$ cat config.mk
export PLATFORM = sky130hd
export DESIGN_NAME = bridge_cmd_matrix
export DESIGN_NICKNAME = d
export VERILOG_FILES = /design/src/rtl/gdm_pkg.sv /design/src/rtl/gdm_sync.sv /design/src/rtl/gdm_decode.sv /design/src/rtl/gdm_leg_guard.sv /design/src/rtl/bridge_cmd_matrix.sv
export SDC_FILE = /design/constraint.sdc
export NUM_CORES = 1
export LEC_CHECK = 0
export BUFFER_PORTS_ARGS = -buffer_cell sky130_fd_sc_hd__buf_2
export CAP_MARGIN = 10
export CORE_MARGIN = 2
export CORE_UTILIZATION = 40
export DETAILED_ROUTE_END_ITERATION = 8
export HOLD_SLACK_MARGIN = 0.02
export MAX_ROUTING_LAYER = met4
export PLACE_DENSITY = 0.58
export SYNTH_ARGS = -nofsm -noshare
export SYNTH_HDL_FRONTEND = slang
export SYNTH_HIERARCHICAL = 1
export SYNTH_SLANG_ARGS = --single-unit
$ cat constraint.sdc
create_clock -name clk -period 4.6 [get_ports clk]
set_input_delay 0.46 -clock clk [delete_from_list [all_inputs] [get_ports clk]]
set_output_delay 0.46 -clock clk [all_outputs]
set_load 0.05 [all_outputs]
$ cat src/rtl/gdm_pkg.sv
// Shared types for the bridge command matrix.
package gdm_pkg;

    // Decoded request for one bridge leg.
    typedef enum logic [1:0] {
        LEG_OFF  = 2'd0,
        LEG_HIGH = 2'd1,
        LEG_LOW  = 2'd2
    } leg_req_t;

endpackage

$ cat src/rtl/gdm_sync.sv
// Multi-stage synchronizer for a bus of independent asynchronous bits.
// Assumes each bit is a level that is held far longer than STAGES clocks,
// so no bus coherency is required. Reset loads RST_VAL into every stage.
module gdm_sync #(
    parameter int              WIDTH   = 1,
    parameter int              STAGES  = 2,
    parameter logic [WIDTH-1:0] RST_VAL = '0
) (
    input  logic             clk,
    input  logic             rst_n,
    input  logic [WIDTH-1:0] d,
    output logic [WIDTH-1:0] q
);

    logic [WIDTH-1:0] pipe [STAGES];

    // Shift the input through the stage chain.
    always_ff @(posedge clk) begin
        if (!rst_n) begin
            for (int s = 0; s < STAGES; s++) pipe[s] <= RST_VAL;
        end else begin
            pipe[0] <= d;
            for (int s = 1; s < STAGES; s++) pipe[s] <= pipe[s-1];
        end
    end

    assign q = pipe[STAGES-1];

endmodule

$ cat src/rtl/gdm_decode.sv
// Truth-table decode of one leg. Commands are active low. Equal commands
// (both asserted or both idle) and a low enable both give LEG_OFF.
// Purely combinational; the inputs are expected to be synchronized.
module gdm_decode
    import gdm_pkg::*;
(
    input  logic     hi_n,
    input  logic     lo_n,
    input  logic     en,
    output leg_req_t req
);

    // Map the command pair and the enable to a single leg request.
    always_comb begin
        req = LEG_OFF;
        if (en) begin
            unique case ({hi_n, lo_n})
                2'b01:   req = LEG_HIGH;
                2'b10:   req = LEG_LOW;
                default: req = LEG_OFF;
            endcase
        end
    end

endmodule

$ cat src/rtl/gdm_leg_guard.sv
// Gate register and dead-time counter for one bridge leg. A gate may stay
// on while its request holds. It may switch on only when the leg has been
// fully off for DEAD_CYCLES clocks. Any change of request turns the leg off
// first. Assumes DEAD_CYCLES >= 1.
module gdm_leg_guard
    import gdm_pkg::*;
#(
    parameter int DEAD_CYCLES = 16
) (
    input  logic     clk,
    input  logic     rst_n,
    input  leg_req_t req,
    output logic     gate_hi,
    output logic     gate_lo
);

    localparam int             CW       = $clog2(DEAD_CYCLES + 1);
    localparam logic [CW-1:0]  READY_AT = CW'(DEAD_CYCLES - 1);

    logic [CW-1:0] idle_cnt;
    logic          leg_idle;
    logic          idle_ok;

    assign leg_idle = !gate_hi && !gate_lo;
    assign idle_ok  = leg_idle && (idle_cnt >= READY_AT);

    // Count consecutive fully-off cycles, saturating at the ready point.
    always_ff @(posedge clk) begin
        if (!rst_n)                   idle_cnt <= '0;
        else if (!leg_idle)           idle_cnt <= '0;
        else if (idle_cnt != READY_AT) idle_cnt <= idle_cnt + 1'b1;
    end

    // Hold an active gate while requested; start one only after the dead time.
    always_ff @(posedge clk) begin
        if (!rst_n) begin
            gate_hi <= 1'b0;
            gate_lo <= 1'b0;
        end else begin
            gate_hi <= (req == LEG_HIGH) && (gate_hi || idle_ok);
            gate_lo <= (req == LEG_LOW)  && (gate_lo || idle_ok);
        end
    end

endmodule

$ cat src/rtl/bridge_cmd_matrix.sv
// Three-phase bridge command matrix. It synchronizes the active-low switch
// commands and the global enable, decodes each phase into a leg request
// and applies a per-phase dead-time guard before the registered gate
// enables. Assumes the commands are asynchronous levels held much longer
// than SYNC_STAGES + DEAD_CYCLES clocks.
module bridge_cmd_matrix #(
    parameter int PHASES      = 3,
    parameter int SYNC_STAGES = 2,
    parameter int DEAD_CYCLES = 16
) (
    input  logic              clk,
    input  logic              rst_n,
    input  logic [PHASES-1:0] cmd_hi_n,
    input  logic [PHASES-1:0] cmd_lo_n,
    input  logic              bridge_en,
    output logic [PHASES-1:0] gate_hi,
    output logic [PHASES-1:0] gate_lo
);

    import gdm_pkg::*;

    logic [PHASES-1:0] hi_n_s;
    logic [PHASES-1:0] lo_n_s;
    logic              en_s;

    // Upper commands: idle (high) out of reset.
    gdm_sync #(.WIDTH(PHASES), .STAGES(SYNC_STAGES), .RST_VAL({PHASES{1'b1}})) u_sync_hi (
        .clk(clk), .rst_n(rst_n), .d(cmd_hi_n), .q(hi_n_s)
    );

    // Lower commands: idle (high) out of reset.
    gdm_sync #(.WIDTH(PHASES), .STAGES(SYNC_STAGES), .RST_VAL({PHASES{1'b1}})) u_sync_lo (
        .clk(clk), .rst_n(rst_n), .d(cmd_lo_n), .q(lo_n_s)
    );

    // Enable: off out of reset.
    gdm_sync #(.WIDTH(1), .STAGES(SYNC_STAGES), .RST_VAL(1'b0)) u_sync_en (
        .clk(clk), .rst_n(rst_n), .d(bridge_en), .q(en_s)
    );

    for (genvar p = 0; p < PHASES; p++) begin : g_leg
        leg_req_t req;

        gdm_decode u_dec (
            .hi_n(hi_n_s[p]), .lo_n(lo_n_s[p]), .en(en_s), .req(req)
        );

        gdm_leg_guard #(.DEAD_CYCLES(DEAD_CYCLES)) u_guard (
            .clk(clk), .rst_n(rst_n), .req(req),
            .gate_hi(gate_hi[p]), .gate_lo(gate_lo[p])
        );
    end

endmodule

==> results.yml, run 1 <==
run_status:
  outcome: "finished clean"
critical_path:
  r2r-start: "g_leg[0].u_guard/idle_cnt[0]"
  cp.required_ns: 4.87
  crit_type: "reg2reg"
  path_cells: "ha_1, and3_1, ha_1, nand4b_1, xor2_1, nor2_1"
  worstPathMaxFanout: 7
  cp_top_family: "simple AND/OR/NAND/NOR gates"
  cp.depth: 6
  r2r_setup_slack_ns: 3.03
  path_common_cell: "ha_1"
  reg2reg_depth: 6
  path_buf_inv: 0
  cp-end-kind: "register"
  timing.rr.end: "g_leg[0].u_guard/idle_cnt[3]"
  slowest_stage: "dfxtp_1"
  critPathLaunchType: "register"
  arrival_ns: 1.84
  cpPeakStageDelay_ns: 0.36
yosys:
  syn_inst: 148
  ys_ff_latch: 35
  yosysWarnings: 6
  synth_fp_nets: 163
  synth_cell_types: 20
  syn_area_per_cell_um2: 9.76
  yosysSeqAreaShare: 0.485
  syn-cell-area_um2: 1450
min_path:
  min-delay-path-class: "in2reg"
  worstHoldEndpoint: "u_sync_lo/pipe[0][1]"
  whs_path_depth: 2
  worstHoldStart: "cmd_lo_n[1]"
global_routing:
  antenna_found_initial: 0
  grt_pass1_wl_um: 3800
  grt_pass1_vias: 917
  grt_max_degree: 24
  gr-usage-all-layers: 0.122
  grt_overflow_total: 0
detailed_routing:
  vias: 966
  drtIter0Drc: 30
  drt_pass1_iterations: 2
  wl_um: 2020
  ant_nets: 0
  drcViolationCount: 0
  routedWlPerCell_um: 9.77
  routed_via_density: 4.67
pwr:
  intPower_mw: 0.501
  p_clk_frac: 0.434
  p_switching_mw: 0.124
  ir_drop_mv: 0.291
  power_density_nw_per_um2: 391
  power_mw: 0.625
  p_leak_nw: 0.718
  power_frac_seq: 0.520
  power_frac_comb: 0.046
  swShare: 0.198
floorplan:
  die_h_um: 64.1
  core_area_um2: 3420
  ios: 15
  fp.dieW_um: 64.1
  initial_core_util: 0.423
  fp.dieArea_um2: 4110
  rows: 21
placed_design:
  post-place-ws_ns: 3.05
  post_dp_cell_area_um2: 1490
  gp_congestion: 0.693
  dp_hpwl_um: 1470
  dp.cells: 199
  portBuffers: 14
timing:
  finClkSkew_ns: 0.00622
  fin_crit_ns: 1.57
  rsz0062_at_grt: "no"
  hold_slack_ns: 0.300
  fmax_mhz: 635
  slew_violations: 0
  worst_pin_slew_ns: 0.369
  slew_headroom: 0.754
  final.setup.tns_ns: 0
  hold_violations: 0
  setup_viol: 0
  fin_crit_sh: 0.342
  setup_ws_ns: 3.03
finish:
  nFillCells: 352
  layout_commonest_cell: "dfxtp_1"
  layout.cells.non_filler: 207
  area_delta_synth_final_pct: 10.6
  fin_util: 0.468
  layout.cells.most_common_list: "35 x dfxtp_1, 27 x nor2_1, 14 x buf_2"
  layout.nets: 175
  diodes: 0
  drive_above_1_share: 0.155
  fin_area_um2: 1600
clock_network:
  post_cts_buffers: 0
  cts.reportedPaths.clkPinSlew_ns: 0.11
  clock_sinks: 35
  clkLatencyLatePin_ns: 0.33
  htree_num_levels: 2
  cts_made_buffers: 5
  clockRootBuffer: "clkbuf_4"
  cts_max_path_buffers: 2
  postCtsResizedCells: 0
  cts_hold_buf: 0
  cts_tree: "yes"
run:
  drv_cap: 0
cell usage after synthesis:
library cell / number / area, um2
mux2i_1: 3 / 30.0
nor2_1: 27 / 101
inv_1: 3 / 11.3
ha_1: 6 / 75.1
xnor2_1: 3 / 26.3
nor2b_1: 3 / 18.8
nand2b_1: 12 / 75.1
buf_6: 3 / 33.8
and3_1: 3 / 18.8
dfxtp_1: 35 / 701
nand2_1: 6 / 22.5
and3b_1: 6 / 52.6
nand4_1: 3 / 18.8
xor2_1: 6 / 52.6
a21oi_1: 9 / 45.0
or3b_4: 3 / 33.8
o21a_1: 6 / 45.0
nand4b_1: 3 / 26.3
and2_1: 2 / 12.5
buf_4: 6 / 45.0
kinds of logic after synthesis:
group                      count (synthesis)  share of synthesized area
adders and majority gates                  6                     0.0519
xor gates and xnor gates                   9                     0.0545
AOI/OAI and AO/OA                         15                     0.0623
DFF                                       35                      0.485
and+or+nand+nor                           68                      0.263
buffers and inverters                     12                     0.0623
muxes                                      3                     0.0208
worst reg2reg max path, cell delays in order (launching register included):
cell      delay, ns
dfxtp_1        0.36
ha_1           0.22
and3_1         0.18
ha_1           0.27
nand4b_1       0.22
xor2_1         0.16
nor2_1         0.10
power groups by stage:
stage,Sequential [mW],Combinational [mW],Clock (mW)
2_1_floorplan,0.329,0.0231,0
3_3_place_gp,0.331,0.0277,0
3_5_place_dp,0.332,0.0289,0
4_1_cts,0.325,0.0290,0.282
5_1_grt,0.327,0.0335,0.295
6_report,0.325,0.0286,0.271
registers in the layout (all words and copies together) (netlist names):
| signal | flops |
|---|---|
| g_leg.u_guard/idle_cnt | 15 |
| g_leg.u_guard/gate_hi | 3 |
| g_leg.u_guard/gate_lo | 3 |
| u_sync_hi/pipe | 6 |
| u_sync_lo/pipe | 6 |
| u_sync_en/pipe | 2 |
layout make-up:
type	count	area (um2)	area share
Sequential cell	35	701	0.438
Multi-Input combinational cell	101	654	0.409
Timing Repair Buffer	14	70.1	0.0438
Clock inverter	3	67.6	0.0423
Tap cell	46	57.6	0.0360
Clock buffer	5	37.5	0.0235
Inverter	3	11.3	0.00704
how the worst max path moves through the flow:
stage                                             from                           end
after floorplan           g_leg[0].u_guard/idle_cnt[0]      g_leg[0].u_guard/gate_hi
after global placement    g_leg[1].u_guard/idle_cnt[0]      g_leg[1].u_guard/gate_lo
after detailed placement  g_leg[0].u_guard/idle_cnt[0]  g_leg[0].u_guard/idle_cnt[3]
after CTS                 g_leg[0].u_guard/idle_cnt[0]  g_leg[0].u_guard/idle_cnt[3]
after global routing      g_leg[0].u_guard/idle_cnt[0]  g_leg[0].u_guard/idle_cnt[3]
final                     g_leg[0].u_guard/idle_cnt[0]  g_leg[0].u_guard/idle_cnt[3]
routing by layer:
layer,vias up,track usage,share of wire
met2,17,0.199,0.47
met5,-,-,0
li1,508,-,-
met1,439,0.130,0.49
met3,2,0.0528,0.039
met4,0,0.0479,0.0064
Note: power is estimated with default switching activity, not from simulation.
==> run 2: changes to the inputs <==
Clock period 4.6 ns to 1.5 ns, I/O delays scaled along.
==> run 2 against run 1 <==
Register-to-register slack worse by 3.0 ns. Worst setup slack worse by 3.0 ns. Cell count up 7.2%. Final area up 6.6%. Hold slack worse by 0.19 ns. Critical path type unchanged. Wire length up 9.2%.
==> results.yml, run 2 (same netlist as run 1, synthesis figures left out) <==
run_status:
  outcome: "finished clean"
global_routing:
  grt_pass1_vias: 993
  grt_overflow_total: 0
  grt_max_degree: 16
  gr-usage-all-layers: 0.126
  grt_pass1_wl_um: 3850
  antenna_found_initial: 0
timing:
  slew_headroom: 0.832
  fin_crit_ns: 1.45
  final.setup.tns_ns: 0
  hold_violations: 0
  worst_pin_slew_ns: 0.254
  setup_viol: 0
  fin_crit_sh: 0.964
  finClkSkew_ns: 0.0134
  fmax_mhz: 692
  slew_violations: 0
finish:
  layout_commonest_cell: "dfxtp_1"
  area_delta_synth_final_pct: 17.9
  drive_above_1_share: 0.216
  diodes: 0
  largest_reg_flops: 15
  layout.cells.non_filler: 222
  reg_top3: "g_leg.u_guard/idle_cnt: 15 flops, u_sync_hi/pipe: 6 flops, u_sync_lo/pipe: 6 flops"
  regMostFlops: "g_leg.u_guard/idle_cnt"
  fin_util: 0.499
  nFillCells: 327
  layout.cells.most_common_list: "33 x dfxtp_1, 27 x nor2_1, 14 x buf_2"
  layout.nets: 190
clock_network:
  clockRootBuffer: "clkbuf_4"
  clock_sinks: 35
  cts_tree: "yes"
  cts.reportedPaths.clkPinSlew_ns: 0.12
  cts_max_path_buffers: 2
  clkLatencyLatePin_ns: 0.34
  cts_made_buffers: 5
  htree_num_levels: 2
pwr:
  power_density_nw_per_um2: 947
  p_leak_nw: 0.764
  power_mw: 1.61
  ir_drop_mv: 0.594
min_path:
  min-delay-path-class: "in2reg"
  whs_path_depth: 2
critical_path:
  arrival_ns: 1.71
  cp-end-kind: "register"
  crit_type: "reg2reg"
  reg2reg_depth: 6
  critPathLaunchType: "register"
  r2r_setup_slack_ns: 0.05
  cp.required_ns: 1.77
  worstPathMaxFanout: 6
detailed_routing:
  routed_via_density: 4.53
  drtIter0Drc: 49
  ant_nets: 0
  vias: 1006
  routedWlPerCell_um: 9.95
  drt_pass1_iterations: 4
  drcViolationCount: 0
  wl_um: 2210
floorplan:
  die_h_um: 64.1
  fp.dieArea_um2: 4110
  ios: 15
  fp.dieW_um: 64.1
  rows: 21
  initial_core_util: 0.423
  core_area_um2: 3420
placed_design:
  portBuffers: 14
  dp.cells: 206
  gp_congestion: 0.672
  dp_hpwl_um: 1560
run:
  drv_cap: 0
==> run 2: cell types whose count changed in the layout (fill, tap and decap cells not counted), sizes merged <==
cell	change
dlygate4sd3	+7
bufinv	-2
buf	+8
clkinv	+1
clkinvlp	+1
==> run 2: metal layers <==
metal	vias to the layer above	routed length, um	global-route usage
li1	537	-	-
met1	446	987	0.118
met2	17	1060	0.220
met3	6	116	0.0563
met4	0	39	0.0559
met5	-	0	-
==> run 2: worst paths after layout <==
| kind | start | to |
|---|---|---|
| min | rst_n | u_sync_lo/pipe[0][5] |
| max reg2reg | g_leg[2].u_guard/idle_cnt[1] | g_leg[2].u_guard/idle_cnt[3] |
| max | g_leg[2].u_guard/idle_cnt[1] | g_leg[2].u_guard/idle_cnt[3] |
| min reg2reg | u_sync_lo/pipe[0][1] | u_sync_lo/pipe[0][4] |
==> run 2: layout make-up <==
cell class	instances	area, um2	area share
flip-flops and latches	35	706	0.414
multi-input cells	101	672	0.394
repair buffers	29	200	0.117
well taps	46	57.6	0.0338
clock buffers	5	37.5	0.0220
clock inverters	3	20.0	0.0117
inverters	3	11.3	0.00661
==> run 2: stage by stage <==
| step | area (um2) | hold WS (ns) | setup WS (ns) |
|---|---|---|---|
| 6_report | 1700 | 0.106 | 0.0543 |
| 5_1_grt | 1700 | 0.102 | -0.0155 |
| 4_1_cts | 1680 | 0.0984 | 0.00424 |
| 3_5_place_dp | 1550 | 0.333 | 0.00910 |
| 3_3_place_gp | 1550 | 0.334 | 0.0432 |
| 2_1_floorplan | 1450 | 0.223 | 0.0261 |
==> run 2: what timing repair did <==
action / 4_1_cts / 5_1_grt
resized for setup: 3 / 4
hold buffers: 7 / 0
hold endpoints to repair: 7 / 0
setup endpoints to repair: 3 / 8
setup buffers: 0 / 1
==> run 2: critical path: stages (launching register included) <==
cell,delay (ns)
dfxtp_4,0.36
ha_1,0.18
and3_1,0.21
ha_4,0.18
nand4b_1,0.19
xor2_1,0.16
nor2_1,0.10
==> run 2: power by group <==
part	switching (mW)	internal (mW)	leakage (nW)
combinational	0.0491	0.0730	0.449
sequential	0.0235	0.969	0.288
clock	0.320	0.179	0.0272
==> run 3: changes to the inputs <==
Settings changed: GPL_TIMING_DRIVEN from default to 0.
==> run 3 against run 2 <==
Sequential power about the same. Global-route usage decreased by 0.41 points. Final area increased by 3.7%. Flip-flop and latch count is the same. Via count is 0.20% higher. Clock-buffer cell count grew 1. Register-to-register slack improved by 0.02 ns. Combinational power is 11% higher. Core utilization increased by 1.8 points. First-iteration DRC count is 39% lower. Worst setup slack improved by 0.020 ns. Critical endpoint is now g_leg[0].u_guard/idle_cnt[3]. Largest cell class unchanged. Highest routed layer unchanged.
==> results.yml, run 3 (same netlist as run 1, synthesis figures left out) <==
finish:
  reg_top3: "g_leg.u_guard/idle_cnt: 15 flops, u_sync_hi/pipe: 6 flops, u_sync_lo/pipe: 6 flops"
  nFillCells: 340
  layout.cells.non_filler: 225
  drive_above_1_share: 0.285
  largest_reg_flops: 15
  diodes: 0
  layout.cells.most_common_list: "29 x dfxtp_1, 24 x nor2_1, 14 x buf_2"
  regMostFlops: "g_leg.u_guard/idle_cnt"
  layout_commonest_cell: "dfxtp_1"
  layout.nets: 194
  area_delta_synth_final_pct: 22.3
run:
  drv_cap: 0
placed_design:
  dp_hpwl_um: 1420
  gp_congestion: 0.674
  dp.cells: 208
  portBuffers: 14
critical_path:
  cp.required_ns: 1.72
  cp-end-kind: "register"
  arrival_ns: 1.65
  critPathLaunchType: "register"
  worstPathMaxFanout: 7
  crit_type: "reg2reg"
  reg2reg_depth: 7
  timing.rr.end: "g_leg[0].u_guard/idle_cnt[3]"
  r2r_setup_slack_ns: 0.07
  crit_start: "g_leg[0].u_guard/idle_cnt[0]"
  r2r-start: "g_leg[0].u_guard/idle_cnt[0]"
pwr:
  intPower_mw: 1.27
  power_frac_seq: 0.611
  p_clk_frac: 0.306
  p_switching_mw: 0.355
  p_leak_nw: 0.785
  ir_drop_mv: 0.599
  swShare: 0.218
  power_density_nw_per_um2: 921
  power_frac_comb: 0.083
detailed_routing:
  drtIter0Drc: 30
  vias: 1008
  routed_via_density: 4.48
  drt_pass1_iterations: 4
  drcViolationCount: 0
  ant_nets: 0
  wl_um: 2070
  routedWlPerCell_um: 9.20
timing:
  fmax_mhz: 701
  worst_pin_slew_ns: 0.361
  slew_headroom: 0.759
  slew_violations: 0
  fin_crit_sh: 0.950
  rsz0062_at_grt: "no"
  setup_viol: 0
  fin_crit_ns: 1.43
  hold_violations: 0
  finClkSkew_ns: 0.00533
  final.setup.tns_ns: 0
global_routing:
  grt_pass1_wl_um: 3770
  antenna_found_initial: 0
  grt_overflow_total: 0
  grt_max_degree: 24
  grt_pass1_vias: 926
  gr-usage-all-layers: 0.122
floorplan:
  die_h_um: 64.1
  rows: 21
  core_area_um2: 3420
  fp.dieArea_um2: 4110
  initial_core_util: 0.423
  ios: 15
  fp.dieW_um: 64.1
clock_network:
  cts_max_path_buffers: 2
  cts.reportedPaths.clkPinSlew_ns: 0.10
  cts_tree: "yes"
  cts_made_buffers: 5
  htree_num_levels: 2
  clkLatencyLatePin_ns: 0.32
  clock_sinks: 35
  clockRootBuffer: "clkbuf_4"
min_path:
  worstHoldEndpoint: "u_sync_hi/pipe[0][2]"
  worstHoldStart: "rst_n"
  whs_path_depth: 2
  min-delay-path-class: "in2reg"
run_status:
  outcome: "finished clean"
[run 3: cell types whose count changed in the layout (fill, tap and decap cells not counted), moves of 2 or more]
cell / previous run / this run
clkinvlp_4: 2 / 0
dfxtp_2: 1 / 6
nor2_2: 0 / 3
buf_4: 8 / 11
nor2_1: 27 / 24
dfxtp_1: 33 / 29
ha_1: 3 / 1
[run 3: stage by stage]
stage,total power [mW],utilization,hold WS [ns],setup slack (ns),cell area [um2]
after floorplan,1.08,-,0.223,0.0261,1450
final,1.63,0.517,0.182,0.0743,1770
after global placement,1.11,0.460,0.330,-0.0125,1570
after CTS,1.66,0.512,0.166,0.00990,1750
after global routing,1.74,0.517,0.174,0.00249,1770
after detailed placement,1.11,0.460,0.335,-0.0485,1570
[run 3: layer usage]
layer,track usage,wire length (um),part of all wire
met5,-,0,0
met4,0.0479,18,0.0087
met3,0.0599,93,0.045
met2,0.189,960,0.46
met1,0.134,996,0.48
[run 3: power by group through the flow]
| stage | clock network, mW | logic (mW) | registers, mW |
|---|---|---|---|
| 3_3_place_gp | 0 | 0.0936 | 1.01 |
| 5_1_grt | 0.580 | 0.154 | 1.00 |
| 2_1_floorplan | 0 | 0.0709 | 1.01 |
| 3_5_place_dp | 0 | 0.0976 | 1.02 |
| 6_report | 0.497 | 0.135 | 0.995 |
| 4_1_cts | 0.535 | 0.129 | 0.993 |
[run 3: worst max-delay path, stage by stage (launching register included)]
cell and delay [ns]:
dfxtp_2 0.35, ha_4 0.15, and3_4 0.17, ha_2 0.16, buf_6 0.13, nand4b_1 0.17
xor2_1 0.15, nor2_1 0.05
[run 3: final cells by class]
type	instances	area, um2	area share
repair buffers	26	178	0.101
plain buffers	7	56.3	0.0319
well taps	46	57.6	0.0326
inverters	3	11.3	0.00637
clock buffers	6	51.3	0.0290
flip-flops and latches	35	708	0.401
clock inverters	1	5.00	0.00283
multi-input cells	101	699	0.396
[run 3: how the worst max path moves through the flow]
stage                                               to  slack [ns]  cells after the start
final                     g_leg[0].u_guard/idle_cnt[3]        0.07                      7
after global routing      g_leg[0].u_guard/idle_cnt[3]       0.002                      7
after CTS                     g_leg[2].u_guard/gate_hi        0.01                      7
after detailed placement      g_leg[2].u_guard/gate_hi       -0.05                      7
after global placement        g_leg[1].u_guard/gate_lo       -0.01                      7
after floorplan               g_leg[0].u_guard/gate_hi        0.03                      7
[run 3: timing repair]
action / CTS / global route
gates cloned: 0 / 0
pin swaps: 3 / 4
endpoints found under the setup margin: 10 / 8
endpoints found under the hold margin: 7 / 0
buffers inserted: 4 / 1
gates resized for setup: 11 / 6
hold buffers: 7 / 0
